$ cat config.mk
export PLATFORM = sky130hd
export DESIGN_NAME = contrast_stretch_top
export DESIGN_NICKNAME = d
export VERILOG_FILES = /design/src/rtl/csu_pkg.sv /design/src/rtl/csu_raster.sv /design/src/rtl/csu_regs.sv /design/src/rtl/csu_map.sv /design/src/rtl/contrast_stretch_top.sv
export SDC_FILE = /design/constraint.sdc
export NUM_CORES = 1
export LEC_CHECK = 0
export ABC_AREA = 1
export BUFFER_PORTS_ARGS = -buffer_cell sky130_fd_sc_hd__buf_2
export CAP_MARGIN = 30
export CORE_MARGIN = 2
export CORE_UTILIZATION = 25
export CTS_CLUSTER_DIAMETER = 40
export DETAILED_ROUTE_END_ITERATION = 8
export PLACE_DENSITY = 0.44
export RECOVER_POWER = 50
export SLEW_MARGIN = 30
export SYNTH_ARGS = -nofsm -noshare
export SYNTH_HDL_FRONTEND = slang
export SYNTH_SLANG_ARGS = --single-unit
export TNS_END_PERCENT = 5
$ cat constraint.sdc
create_clock -name clk -period 18.2 [get_ports clk]
set_clock_uncertainty 0.1 [all_clocks]
set_input_delay 3.64 -clock clk [delete_from_list [all_inputs] [get_ports clk]]
set_output_delay 3.64 -clock clk [all_outputs]
set_load 0.005 [all_outputs]
$ cat src/rtl/csu_pkg.sv
package csu_pkg;

    localparam int PIX_W        = 8;
    localparam int BUS_W        = 32;
    localparam int SLOPE_W      = 16;
    localparam int REG_FRAME    = 0;
    localparam int REG_LINE     = 1;
    localparam int REG_SEG_BASE = 4;

    typedef logic [PIX_W-1:0] pix_t;

    typedef struct packed {
        logic [SLOPE_W-1:0] slope;
        pix_t               y0;
        pix_t               x0;
    } seg_cfg_t;

    typedef struct packed {
        logic fval;
        logic lval;
        logic dval;
    } qual_t;

    typedef struct packed {
        qual_t              q;
        pix_t               diff;
        logic [SLOPE_W-1:0] slope;
        pix_t               y0;
    } map_s1_t;

    function automatic pix_t seg_apply(pix_t diff, logic [SLOPE_W-1:0] slope, pix_t y0);
        logic [PIX_W+SLOPE_W-1:0] prod;
        logic [SLOPE_W:0]         sum;
        prod = (PIX_W+SLOPE_W)'(diff) * (PIX_W+SLOPE_W)'(slope);
        sum  = (SLOPE_W+1)'(y0) + (SLOPE_W+1)'(prod[PIX_W+SLOPE_W-1:8]);
        return (sum > (SLOPE_W+1)'(255)) ? pix_t'(8'hFF) : sum[PIX_W-1:0];
    endfunction

endpackage

$ cat src/rtl/csu_raster.sv
module csu_raster
    import csu_pkg::*;
#(
    parameter int LINE_PIXELS = 3008,
    parameter int FRAME_LINES = 2000,
    parameter int CNT_W       = 16
) (
    input  logic             clk,
    input  logic             rst,
    input  qual_t            q_in,
    input  logic             wr_frame,
    input  logic             wr_line,
    input  logic [CNT_W-1:0] wdata,
    output logic [CNT_W-1:0] frame_cnt,
    output logic [CNT_W-1:0] line_cnt,
    output logic             raster_err
);
    localparam int PC_W = $clog2(LINE_PIXELS + 1) + 1;
    localparam logic [PC_W-1:0]  PIX_LAST  = PC_W'(LINE_PIXELS - 1);
    localparam logic [PC_W-1:0]  PIX_NOM   = PC_W'(LINE_PIXELS);
    localparam logic [CNT_W-1:0] LINE_LAST = CNT_W'(FRAME_LINES - 1);

    logic            lval_q, fval_q;
    logic [PC_W-1:0] pix_cnt, idx;
    logic            line_start, line_end, frame_start, accept, last_pix;

    always_comb begin
        line_start  = q_in.lval & ~lval_q;
        line_end    = ~q_in.lval & lval_q;
        frame_start = q_in.fval & ~fval_q;
        accept      = q_in.lval & q_in.dval;
        idx         = line_start ? '0 : pix_cnt;
        last_pix    = accept && (idx == PIX_LAST) && (line_cnt == LINE_LAST) && !raster_err;
    end

    always_ff @(posedge clk) begin
        if (rst) begin
            lval_q     <= 1'b0;
            fval_q     <= 1'b0;
            pix_cnt    <= '0;
            line_cnt   <= '0;
            frame_cnt  <= '0;
            raster_err <= 1'b0;
        end else begin
            lval_q <= q_in.lval;
            fval_q <= q_in.fval;

            if (accept) begin
                if (idx != '1) pix_cnt <= idx + 1'b1;
                else           pix_cnt <= idx;
            end else if (line_start) begin
                pix_cnt <= '0;
            end

            if (frame_start)                         raster_err <= 1'b0;
            else if (line_end && pix_cnt != PIX_NOM) raster_err <= 1'b1;

            if (wr_line)          line_cnt <= wdata;
            else if (frame_start) line_cnt <= '0;
            else if (line_end)    line_cnt <= line_cnt + 1'b1;

            if (wr_frame)      frame_cnt <= wdata;
            else if (last_pix) frame_cnt <= frame_cnt + 1'b1;
        end
    end
endmodule

$ cat src/rtl/csu_regs.sv
module csu_regs
    import csu_pkg::*;
#(
    parameter int NSEG   = 4,
    parameter int ADDR_W = 4,
    parameter int CNT_W  = 16
) (
    input  logic                      clk,
    input  logic                      rst,
    input  logic [ADDR_W-1:0]         bus_addr,
    input  logic                      bus_wr,
    input  logic                      bus_rd,
    input  logic [BUS_W-1:0]          bus_wdata,
    input  logic [CNT_W-1:0]          frame_cnt,
    input  logic [CNT_W-1:0]          line_cnt,
    output logic [BUS_W-1:0]          bus_rdata,
    output seg_cfg_t [NSEG-1:0]       cfg,
    output logic                      wr_frame,
    output logic                      wr_line
);
    localparam int SEG_END = REG_SEG_BASE + NSEG;

    logic [BUS_W-1:0] rd_mux;

    assign wr_frame = bus_wr && (int'(bus_addr) == REG_FRAME);
    assign wr_line  = bus_wr && (int'(bus_addr) == REG_LINE);

    for (genvar k = 0; k < NSEG; k++) begin : g_seg
        localparam logic [PIX_W-1:0] DEF_LVL = PIX_W'((k * 256) / NSEG);
        always_ff @(posedge clk) begin
            if (rst) begin
                cfg[k].x0    <= DEF_LVL;
                cfg[k].y0    <= DEF_LVL;
                cfg[k].slope <= SLOPE_W'(16'h0100);
            end else if (bus_wr && int'(bus_addr) == REG_SEG_BASE + k) begin
                cfg[k] <= seg_cfg_t'(bus_wdata);
            end
        end
    end

    always_comb begin
        rd_mux = '0;
        if (int'(bus_addr) == REG_FRAME) begin
            rd_mux = BUS_W'(frame_cnt);
        end else if (int'(bus_addr) == REG_LINE) begin
            rd_mux = BUS_W'(line_cnt);
        end else begin
            for (int k = 0; k < NSEG; k++) begin
                if (int'(bus_addr) == REG_SEG_BASE + k) rd_mux = BUS_W'(cfg[k]);
            end
        end
        if (int'(bus_addr) >= SEG_END) rd_mux = '0;
    end

    always_ff @(posedge clk) begin
        if (rst)         bus_rdata <= '0;
        else if (bus_rd) bus_rdata <= rd_mux;
    end
endmodule

$ cat src/rtl/csu_map.sv
module csu_map
    import csu_pkg::*;
#(
    parameter int NSEG = 4
) (
    input  logic                clk,
    input  logic                rst,
    input  qual_t               q_in,
    input  pix_t                pix_in,
    input  seg_cfg_t [NSEG-1:0] cfg,
    output qual_t               q_out,
    output pix_t                pix_out
);
    localparam int SEL_W = (NSEG > 1) ? $clog2(NSEG) : 1;

    logic [SEL_W-1:0] sel;
    map_s1_t          s1_d, s1_q;

    always_comb begin
        sel = '0;
        for (int k = 1; k < NSEG; k++) begin
            if (pix_in >= cfg[k].x0) sel = SEL_W'(k);
        end
        s1_d.q     = q_in;
        s1_d.slope = cfg[sel].slope;
        s1_d.y0    = cfg[sel].y0;
        s1_d.diff  = (pix_in >= cfg[sel].x0) ? pix_t'(pix_in - cfg[sel].x0) : '0;
    end

    always_ff @(posedge clk) begin
        if (rst) begin
            s1_q    <= '0;
            q_out   <= '0;
            pix_out <= '0;
        end else begin
            s1_q    <= s1_d;
            q_out   <= s1_q.q;
            pix_out <= seg_apply(s1_q.diff, s1_q.slope, s1_q.y0);
        end
    end
endmodule

$ cat src/rtl/contrast_stretch_top.sv
module contrast_stretch_top
    import csu_pkg::*;
#(
    parameter int LINE_PIXELS = 3008,
    parameter int FRAME_LINES = 2000,
    parameter int NSEG        = 4,
    parameter int ADDR_W      = 4,
    parameter int CNT_W       = 16
) (
    input  logic              clk,
    input  logic              rst,
    input  logic              in_fval,
    input  logic              in_lval,
    input  logic              in_dval,
    input  logic [7:0]        in_pix,
    output logic              out_fval,
    output logic              out_lval,
    output logic              out_dval,
    output logic [7:0]        out_pix,
    output logic              raster_err,
    input  logic [ADDR_W-1:0] bus_addr,
    input  logic              bus_wr,
    input  logic              bus_rd,
    input  logic [31:0]       bus_wdata,
    output logic [31:0]       bus_rdata
);
    qual_t               q_in, q_out;
    seg_cfg_t [NSEG-1:0] cfg;
    logic [CNT_W-1:0]    frame_cnt, line_cnt;
    logic                wr_frame, wr_line;

    assign q_in = '{fval: in_fval, lval: in_lval, dval: in_dval};
    assign out_fval = q_out.fval;
    assign out_lval = q_out.lval;
    assign out_dval = q_out.dval;

    csu_map #(.NSEG(NSEG)) map_i (
        .clk(clk), .rst(rst), .q_in(q_in), .pix_in(in_pix),
        .cfg(cfg), .q_out(q_out), .pix_out(out_pix)
    );

    csu_raster #(.LINE_PIXELS(LINE_PIXELS), .FRAME_LINES(FRAME_LINES), .CNT_W(CNT_W)) raster_i (
        .clk(clk), .rst(rst), .q_in(q_in), .wr_frame(wr_frame), .wr_line(wr_line),
        .wdata(bus_wdata[CNT_W-1:0]), .frame_cnt(frame_cnt), .line_cnt(line_cnt),
        .raster_err(raster_err)
    );

    csu_regs #(.NSEG(NSEG), .ADDR_W(ADDR_W), .CNT_W(CNT_W)) regs_i (
        .clk(clk), .rst(rst), .bus_addr(bus_addr), .bus_wr(bus_wr), .bus_rd(bus_rd),
        .bus_wdata(bus_wdata), .frame_cnt(frame_cnt), .line_cnt(line_cnt),
        .bus_rdata(bus_rdata), .cfg(cfg), .wr_frame(wr_frame), .wr_line(wr_line)
    );
endmodule

# Word-level counts from Yosys, hierarchy flattened
# Index checks and enable logic that the tools add are counted.
[classes] multipliers=1 div=0 n_reduce_logical=16 n_bitwise=8 order_cmp=7 add_sub_neg=5 mux=21 n_eq_ne=9 n_shift=0
[op_table] op="two-way mux 32 bit" n=8
[op_table] op="two-way mux 16 bit" n=5
[op_table] op="binary-select mux 32 bit (select 2 bit)" n=1
[op_table] op="two-way mux 13 bit" n=3
[op_table] op="adder 16 x 1 -> 16 bit (second input constant)" n=2
[op_table] op=">= comparator 8 bit" n=4
[op_table] op="multiplier 8 x 16 -> 24 bit" n=1
[op_table] op="adder 8 x 16 -> 17 bit" n=1
[op_table] op="> comparator 17 x 8 -> 1 bit (second input constant)" n=1
[op_table] op="== test 16 x 11 -> 1 bit (second input constant)" n=1
[op_table] op="== test 4 bit (second input constant)" n=4
[op_table] op="adder 13 x 1 -> 13 bit (second input constant)" n=1
[op_table] op="== test 13 x 12 -> 1 bit (second input constant)" n=1
[op_table] op="inequality test 13 x 12 -> 1 bit (second input constant)" n=1
[op_table] op="inequality test 13 bit (second input constant)" n=1
[op_table] op="logical AND 1 bit" n=10
[op_table] op="two-way mux 8 bit" n=1
[op_table] op="subtractor 8 bit" n=1
[op_table] op="bitwise AND 1 bit" n=4
[op_table] op="== test 4 x 2 -> 1 bit (second input constant)" n=1
[op_table] op=">= comparator 4 bit (second input constant)" n=1
[op_table] op="zero test 4 bit" n=1
[op_table] op="two-way mux 2 bit" n=2
[op_table] op="NOT 1 bit" n=4
[op_table] op="other kinds (6)" n=7
[word_totals] wordCells=94 input_bits=51 regBits=252 latch_bits=0 mem_bits_rw=0 rom_bits=0 memories=0

# Logic depth before layout (Yosys ltp)
# Gate-level depths: netlist of run 1.
[depth] ltp_word=9 ltp_mapped=39

# By module
# From an unflattened synthesis of run 1, not the netlist that was laid out.
[unflattened] hier_cells=2778 hier_area_um2=18267.5
[by_module_without_submodules] mod="csu_map" cells_each=1245 seq_area_each_um2=920.9 area_each_um2=8117.8 instances=1
[by_module_without_submodules] mod="csu_regs" cells_each=1006 seq_area_each_um2=3203.1 area_each_um2=6991.7 instances=1
[by_module_without_submodules] mod="csu_raster" cells_each=527 seq_area_each_um2=960.9 area_each_um2=3158.0 instances=1

# Worst setup path after synthesis of run 1
# No wires, ideal clock.
[synth_path] path_type="in2reg" startpoint="input port in_pix[0]" endpoint="register map_i.s1_q[31] (netlist bit)" t_arrival_ns=6.989 path_stages=29 setup_slack_ns=11.039 t_required_ns=18.028 setup_ns=0.072 path_cell_list="inv_1 -> ha_1 -> inv_1 -> a21boi_0 -> o21a_1 -> o21ai_0 -> nand2_1 -> nand3_1 -> nand2_1 -> a21boi_2 -> nand2_1 -> nand2_2 -> clkinv_2 -> clkbuf_1 -> o21ai_0 -> nand2_1 -> ha_1 -> a21o_1 -> a21oi_1 -> inv_1 -> nand2_1 -> inv_1 -> nor2_1 -> nor2_1 -> o21a_1 -> nor2_1 -> o21bai_1 -> or2_2 -> a21oi_1"
[synth_via] elab_chain_len=9
[synth_rtl] element="start, declared" line_no="contrast_stretch_top.sv:15" source="input logic [7:0] in_pix,"
[synth_rtl] element=">= comparator 8 bit" line_no="csu_map.sv:22" source="if (pix_in >= cfg[k].x0) sel = SEL_W'(k);"
[synth_rtl] element="two-way mux 1 bit" line_no="csu_map.sv:22"
[synth_rtl] element="two-way mux 2 bit (2 in series)" line_no="csu_map.sv:22"
[synth_rtl] element="binary-select mux 32 bit (select 2 bit)" line_no="csu_map.sv:27" source="s1_d.diff = (pix_in >= cfg[sel].x0) ? pix_t'(pix_in - cfg[sel].x0) : '0;"
[synth_rtl] element="two-way mux 32 bit"
[synth_rtl] element=">= comparator 8 bit" line_no="csu_map.sv:27"
[synth_rtl] element="NOT 1 bit (no line)"
[synth_rtl] element="OR reduction 2 bit (no line)"
[synth_rtl] element="end signal, assigned" line_no="csu_map.sv:32" source="s1_q <= '0;"
[synth_rtl] element="end signal, assigned" line_no="csu_map.sv:36" source="s1_q <= s1_d;"
[synth_rtl] element="end, declared" line_no="csu_map.sv:17" source="map_s1_t s1_d, s1_q;"
# Parallel ways exist; a longest one is shown, timed or not. The select of a mux whose other input is x is not followed.
# A chain may end at the register's enable or synchronous reset.

==> results of run 1 <==
-- synth_stat cells, types with 8 or more instances --
library cell,number,area [µm²]
sky130_fd_sc_hd__a21oi_1,279,1400
sky130_fd_sc_hd__a221oi_1,9,78.8
sky130_fd_sc_hd__a31oi_1,18,113
sky130_fd_sc_hd__clkbuf_1,111,417
sky130_fd_sc_hd__dfxtp_1,252,5040
sky130_fd_sc_hd__fa_1,85,1700
sky130_fd_sc_hd__ha_1,85,1060
sky130_fd_sc_hd__inv_1,415,1560
sky130_fd_sc_hd__nand2_1,374,1400
sky130_fd_sc_hd__nand2_2,25,156
sky130_fd_sc_hd__nand3_1,59,295
sky130_fd_sc_hd__nand3_2,8,80.1
sky130_fd_sc_hd__nand4_1,11,68.8
sky130_fd_sc_hd__nor2_1,121,454
sky130_fd_sc_hd__nor3_1,24,120
sky130_fd_sc_hd__nor4_1,9,56.3
sky130_fd_sc_hd__o211ai_1,14,105
sky130_fd_sc_hd__o21ai_0,281,1410
sky130_fd_sc_hd__o21ai_1,13,65.1
sky130_fd_sc_hd__o21bai_1,8,60.1
sky130_fd_sc_hd__o221ai_1,27,236
sky130_fd_sc_hd__o22ai_1,26,163
sky130_fd_sc_hd__xor2_1,19,166
-- final timing paths --
| path | start | end | cells after the start |
|---|---|---|---|
| max | rst | raster_i.frame_cnt[12] | 5 |
| min | map_i.s1_q[32] | map_i.q_out[0] | 2 |
| max reg2reg | map_i.s1_q[29] | map_i.pix_out[7] | 33 |
| min reg2reg | map_i.s1_q[32] | map_i.q_out[0] | 2 |
-- state kept, by name, indices dropped and copies added (netlist names) --
name                 flops
map_i.pix_out            8
map_i.q_out              3
map_i.s1_q              33
raster_i.frame_cnt      16
raster_i.fval_q          1
raster_i.line_cnt       16
raster_i.lval_q          1
raster_i.pix_cnt        13
raster_i.raster_err      1
regs_i.bus_rdata        32
regs_i.cfg             128
-- power by group through the flow --
stage | Combinational, mW | Sequential (mW) | Clock (mW)
global route | 0.363 | 0.632 | 0.811
detailed placement | 0.317 | 0.640 | 0
global placement | 0.311 | 0.640 | 0
floorplan | 0.237 | 0.605 | 0
finish | 0.314 | 0.627 | 0.771
CTS | 0.318 | 0.628 | 0.792
-- through the flow --
stage	hold slack [ns]	cells	utilization, %	instance area [µm²]
3_3_place_gp	0.295	3226	27.0	18100
6_report	0.303	3299	29.0	19400
2_1_floorplan	0.288	2368	-	16900
4_1_cts	0.304	3298	29.1	19500
5_1_grt	0.332	3299	29.0	19400
3_5_place_dp	0.297	3226	27.0	18100
-- layout make-up --
class	instances	area [µm²]	area share [%]
Sequential cell	252	5040	25.9
Inverter	426	1600	8.24
Multi-Input combinational cell	1567	9800	50.4
Clock inverter	26	285	1.47
Timing Repair Buffer	109	544	2.80
Clock buffer	46	1070	5.52
Tap cell	873	1090	5.62
-- layer usage --
| metal | vias up | GRT usage, % |
|---|---|---|
| li1 | 7780 | - |
| met1 | 7477 | 20.5 |
| met2 | 353 | 28.0 |
| met3 | 90 | 1.99 |
| met4 | 2 | 4.93 |
| met5 | - | 0 |
-- tightest hold or removal path: cells and delay by family, from the launching register on --
| family | cells | cell delay (ns) |
|---|---|---|
| flip-flops | 1 | 0.29 |
| buffers and inverters | 1 | 0.04 |
| AND/OR/NAND/NOR | 1 | 0.03 |
-- kinds of logic after synthesis --
kind of cell    share of synthesized area (%)
buf+inv                                  12.2
simple gates                             17.7
xor+xnor                                 1.29
fa+ha+maj                                16.3
flops                                    29.8
compound gates                           22.6
==> flow_results.org, run 1 <==
** Timing
- Setup repair after global routing missed its margin :: false
- Maximum frequency from static timing analysis :: between 100 and 150 MHz
- Setup violations remaining at the end of the flow were counted as 0.
- Max_slew headroom :: -144%
- Post-route setup slack :: approximately 9.5 ns
- Sum of negative setup slack :: 0 ns
- Of the available clock period, the critical path in the final layout requires between 40 and 50%.
- Number of pins exceeding their max-slew limit in the final report :: roughly 270
- Final period demand of the worst path :: roughly 8.7 ns
- Final hold violation count :: 0
- Slew @ Worst Pin :: roughly 3.7 ns

** Setup path
- Ordered list of cells on the worst path :: clkbuf_1 > clkinvlp_2 > clkbuf_1 > o221ai_1 > a31oi_1
- The largest individual stage delay along the critical path comes from the cell sky130_fd_sc_hd__clkbuf_1.
- On the worst path, the slowest cell contributes a delay of ~2.7 ns.
- Together, buffers and inverters on the worst path number 3.
- Startpoint-to-endpoint class of the critical path :: primary input to flip-flop
- Setup slack on the worst reg-to-reg path comes out at between 10 and 15 ns.
- STA classifies the critical path startpoint as a primary input.
- Data arrives at the worst endpoint at between 9 and 10 ns.
- Along the worst path, the maximum fanout reaches 94.
- Most numerous cell on the critical path :: sky130_fd_sc_hd__clkbuf_1
- Required @ worst endpoint :: approximately 19 ns
- Gate family responsible for the most delay along the worst path :: buffers and inverters
- Kind of end point of the critical path :: flip-flop

** Clocking
- The clock passes through at most 3 buffers.
- TritonCTS created 39 clock buffers.
- After clock tree synthesis, the flow added hold-fix buffers numbering 0.
- Post-CTS repair changed the size of 0 cells.
- TritonCTS clock tree :: done
- The H-tree was split into 2 levels.
- For the worst-skew pair, the clock arrives at the later sink with an insertion delay of 0.54 ns.
- Post-CTS timing repair inserted 0 buffers for setup.
- Root Driver :: sky130_fd_sc_hd__clkbuf_16
- Clk pin slew, worst setup/hold paths :: 0.05 ns
- Number of clock sinks :: 252

** Placed design
- Global placer's final weighted congestion :: between 0.8 and 0.9
- Count of input and output buffers :: 94
- Detailed placement HPWL :: approximately 41 mm
- At the placement stage, the worst setup path has a slack of around 9.5 ns.

** Power
- Internal power component :: about 1.2 mW
- Net switching is a little under a third of the power.
- Total chip power :: between 1.5 and 2 mW
- For this design the ratio of total power to cell area is 88.0 nW/µm².
- Maximum ir drop on the vdd rail :: 0.0629 mV
- Combinational logic burns a little under a fifth of the power.
- Summed over all nets, the switching power comes to between 0.5 and 0.6 mW.
- Part of the power in the clock network :: approximately 45%
- In this run the static leakage power is between 8 and 9 nW.
- Sequential group share of total power :: 36.6%

** Routing
- Number of vias per cell after detailed routing :: ~4.8
- Routed wl met3 :: approximately 2.3 mm
- Total Routed Length :: between 50 and 60 mm
- The count of nets left with antenna violations once routing finished came out at 0.
- The detailed router finished its first iteration with roughly 840 violations.
- DR pass1 iterations :: 5
- DRC violations left :: 0
- Total number of vias :: around 16000
- Avg WL per Cell :: between 15 and 20 µm
- Met1 wire length :: roughly 25 mm
- Length of routed met2 wiring :: 26.8 mm
- Top sig layer :: met5

** Synth
- Leading register cell type out of synthesis :: sky130_fd_sc_hd__dfxtp_1
- Share of the yosys chip area belonging to registers :: between 20% and 30%
- Synthesized area per cell :: roughly 7 µm²
- In this run, distinct cell masters in the synthesized netlist total between 50 and 60.
- Number of flops mapped to enable cells by yosys :: 0
- Post-synthesis sequential element count :: around 250
- Share of synthesized flip-flops with an asynchronous set or reset :: 0%
- During synthesis, Yosys emitted a total of 0 warnings.
- Number of standard cells after synthesis :: around 2400
- Mapped cell area :: approximately 17000 µm²
- Syn Nets :: 2589

** Status
- The run finished, with violations left.
- The checks that failed: max-capacitance violations, max-slew violations.

** Finish
- Synthesis-to-finish area growth :: 14.9%
- 0 antenna diodes ended up in the layout.
- The library cell used most frequently in the layout, excluding fill and tap cells, is sky130_fd_sc_hd__inv_1.
- The layout has between 7000 and 8000 filler cells.
- Of the cells placed in the final design, the portion with a size suffix greater than 1 is a little under a tenth.
- At the end of the flow, the number of nets in the layout was between 2000 and 3000.
- The library cells used most frequently in the layout, excluding fill and tap cells, are sky130_fd_sc_hd__inv_1, sky130_fd_sc_hd__nand2_1, sky130_fd_sc_hd__o21ai_0.

** Floorplanning
- Core area :: between 60000 and 70000 µm²
- Once the floorplan was initialized, standard cells occupied between 20% and 30% of the core.
- Total die area :: between 60000 and 70000 µm²
- Row count :: 95
- The die is between 200 and 300 µm wide.
- Pin placement for this block handled 95 I/O pins.
- The die is around 260 µm tall.

** Global route
- Number of global-route vias before repair :: approximately 16000
- The number of antenna violations at the first check in global routing was 2.
- Overall overflow remaining after global route :: 0
- Entering global routing, the biggest net connects 95 pins.
- The first global-routing pass estimated about 90 mm of wire.
- Across every metal layer, demand over resource in global routing totals ~16%.

** Flow run
- Max-cap violations :: 4

** Min path
- The tightest min-delay check is of the flip-flop to flip-flop type.
No activity file was read; power rests on OpenSTA's default activity.
==> inputs of run 2 (changes only) <==
--- a/config.mk
+++ b/config.mk
@@ -12,7 +12,7 @@
 export CORE_UTILIZATION = 25
 export CTS_CLUSTER_DIAMETER = 40
 export DETAILED_ROUTE_END_ITERATION = 8
-export PLACE_DENSITY = 0.44
+export PLACE_DENSITY = 0.46
 export RECOVER_POWER = 50
 export SLEW_MARGIN = 30
 export SYNTH_ARGS = -nofsm -noshare
==> constraint.sdc (replaced) <==
create_clock -name clk -period 7.3 [get_ports clk]
set_clock_uncertainty 0.1 [all_clocks]
set_input_delay 1.46 -clock clk [delete_from_list [all_inputs] [get_ports clk]]
set_output_delay 1.46 -clock clk [all_outputs]
set_load 0.005 [all_outputs]
==> flow_results.org, run 2 (synthesized netlist as in run 1, its figures left out) <==
** Clocking
- Number of H-tree branching levels :: 2 (unchanged)
- The clock root buffer was sky130_fd_sc_hd__clkbuf_16 (unchanged).
- Cts-stage hold buffer count :: 0 (unchanged)
- Clock Tree Buf Depth :: 3 (unchanged)
- Clk pin slew, worst setup/hold paths :: 0.05 ns (about the same)
- The post-cts repair resize count is 0 (unchanged).
- Worst-Skew Late Latency :: 0.53 ns (was 0.54 ns)
- TritonCTS clock tree :: done (unchanged)
- Number of clock sinks :: 252 (unchanged)
- Post-CTS setup buffers :: 0 (unchanged)
- Total CTS buffers :: 38 (was 39)

** Placed design
- Detailed placement HPWL :: 40.6 mm (was 40.7 mm)
- Global placer's final weighted congestion :: 0.871 (was 0.860)
- The area of placed instances is 18200 µm² (was 18100 µm²).
- Post-placement setup slack :: 0.786 ns (was 9.53 ns)
- Count of input and output buffers :: 94 (unchanged)
- The number of instances in the placed design is 3232 (was 3226).

** Timing
- Final hold violation count :: 0 (unchanged)
- Setup repair after global routing missed its margin :: false (unchanged)
- Sum of negative setup slack :: 0 ns (unchanged)
- Number of pins exceeding their max-slew limit in the final report :: 168 (was 269)
- The worst max-slew margin expressed relative to the limit came to -129% (was -144%).
- The final worst setup slack is 0.479 ns (was 9.47 ns).
- The worst hold slack is 0.302 ns (was 0.303 ns).
- The clock period could shrink to 6.82 ns.
- The final critical path takes up about 93% of the cycle.
- Slew @ Worst Pin :: 3.44 ns (was 3.65 ns)
- Static timing analysis puts the maximum clock frequency at around 150 MHz.
- The final count of negative-setup-slack endpoints is 0 (unchanged).

** Routing
- The post-detailed-route DRC marker count is 0 (unchanged).
- DR pass1 iterations :: 5 (unchanged)
- Remaining antenna violation count after routing :: 0 (unchanged)
- Total Routed Length :: 56.2 mm (was 55.8 mm)
- The total via count in the routed design was 15782 (was 15702).
- The via density per instance is 4.78 (was 4.76).
- Detailed router's first-iteration violation count :: 1039 (was 844)
- Avg WL per Cell :: 17.0 µm (was 16.9 µm)

** Finish
- Synthesis-to-finish area growth :: 14.5% (was 14.9%)
- The register containing the most flip-flops in the final layout was regs_i.cfg (unchanged).
- Most used cells in the layout excluding fill and tap cells: sky130_fd_sc_hd__inv_1, sky130_fd_sc_hd__nand2_1, sky130_fd_sc_hd__o21ai_0 (unchanged).
- Largest registers in the final layout: regs_i.cfg: 128 flops, map_i.s1_q: 33 flops, regs_i.bus_rdata: 32 flops (unchanged).
- Number of flip-flops under the largest register name :: 128 (unchanged)
- Post-layout instance count excluding filler cells :: 3301 (was 3299)
- The most common library cell in the layout ignoring fill and taps is sky130_fd_sc_hd__inv_1 (unchanged).
- The final-layout fill cell count was 7403 (was 7456).
- The final-stage net count came to 2620 (was 2616).
- Cell area after layout :: 19400 µm² (about the same)
- The share of the core filled with cells came to 28.9% (was 29.0%).
- Share of final-layout standard cells stronger than drive strength 1 :: 8.98% (was 9.27%)

** Status
- Run status :: finished, violations left (unchanged)
- Violated checks: max-capacitance violations, max-slew violations (unchanged).

** Min path
- The hold path startpoint was map_i.s1_q[32] (unchanged).
- The cell count of the worst hold path is 2 (unchanged).
- Type of the worst min-delay path :: flip-flop to flip-flop (unchanged)
- The destination of the worst hold path is map_i.q_out[0] (unchanged).

** Power
- Total chip power :: 4.18 mW (was 1.71 mW)
- The maximum vdd drop is 0.167 mV (was 0.0629 mV).
- The leakage power total was 8.52 nW (was 8.53 nW).
- The power per cell area came to 216 nW/µm² (was 88.0 nW/µm²).

** Global route
- The number of antenna violations at the first check in global routing came to 1 (was 2).
- The largest net degree at the start of global routing is 84 (was 95).
- The total congestion overflow after global routing came to 0 (unchanged).
- Global-route wire length before repair :: 88.9 mm (was 89.5 mm)
- GRT Total Usage :: 15.9% (was 16.0%)
- Number of global-route vias before repair :: 15870 (was 15739)

** Setup path
- The reg-to-reg endpoint is map_i.pix_out[3] (was map_i.pix_out[7]).
- The critical path class is primary input to flip-flop (unchanged).
- Signal arrival time at the worst endpoint :: 7.12 ns (was 9.09 ns)
- The endpoint class of the critical path is a flip-flop (unchanged).
- Depth of the worst register-to-register path :: 32 (was 33)
- The internal reg-to-reg setup slack was 0.71 ns (was 11.34 ns).
- The startpoint type of the worst setup path is a primary input (unchanged).
- Critical path fanouts, max :: 83 (was 94)
- The required time of the critical path was 7.60 ns (was 18.56 ns).
- The startpoint of the worst-slack reg-to-reg timing path was map_i.s1_q[28] (was map_i.s1_q[29]).

** Floorplanning
- Effective utilization at floorplan :: 25.2% (unchanged)
- The placeable core region was 67000 µm² (unchanged).
- Die Span Y :: 264 µm (unchanged)
- The overall die area was 69800 µm² (unchanged).
- Row count :: 95 (unchanged)
- Top-level I/O count :: 95 (unchanged)
- Chip width :: 264 µm (unchanged)

** Flow run
- The max capacitance violation total was 3 (was 4).
[run 2: worst max-delay path by stage]
stage | from | endpoint | slack [ns] | depth (start not counted)
floorplan | map_i.s1_q[28] | map_i.pix_out[0] | 1.37 | 35
global placement | map_i.s1_q[28] | map_i.pix_out[7] | 0.87 | 32
detailed placement | map_i.s1_q[28] | map_i.pix_out[3] | 0.79 | 32
CTS | map_i.s1_q[28] | map_i.pix_out[3] | 0.75 | 32
global route | rst | raster_i.line_cnt[1] | 0.16 | 6
finish | rst | raster_i.pix_cnt[4] | 0.48 | 6
[run 2: critical path, cell delays in order]
cell,delay [ns]
sky130_fd_sc_hd__buf_2,0.08
sky130_fd_sc_hd__clkbuf_1,1.71
sky130_fd_sc_hd__clkinvlp_2,1.68
sky130_fd_sc_hd__clkbuf_1,1.49
sky130_fd_sc_hd__o21ai_0,0.51
sky130_fd_sc_hd__a21oi_1,0.07
[run 2: power breakdown]
| group | switching [mW] | total, mW | internal, mW |
|---|---|---|---|
| sequential | 0.102 | 1.55 | 1.45 |
| clock | 0.705 | 1.82 | 1.12 |
| combinational | 0.530 | 0.805 | 0.274 |
[run 2: layout make-up]
cell class,count,area [µm²],share of cell area [%]
clock inverters,23,248,1.28
clock buffers,45,1020,5.25
repair buffers,114,562,2.90
diodes,1,2.50,0.0129
flip-flops and latches,252,5040,26.0
well taps,873,1090,5.64
multi-input cells,1567,9800,50.6
inverters,426,1600,8.27
[run 2: routing by layer]
| layer | up-vias | track usage (%) | part of all wire [%] |
|---|---|---|---|
| met3 | 90 | 1.72 | 4.4 |
| li1 | 7771 | - | - |
| met4 | 2 | 4.93 | 2.7 |
| met1 | 7521 | 20.5 | 45 |
| met5 | - | 0 | 0.023 |
| met2 | 398 | 27.9 | 48 |
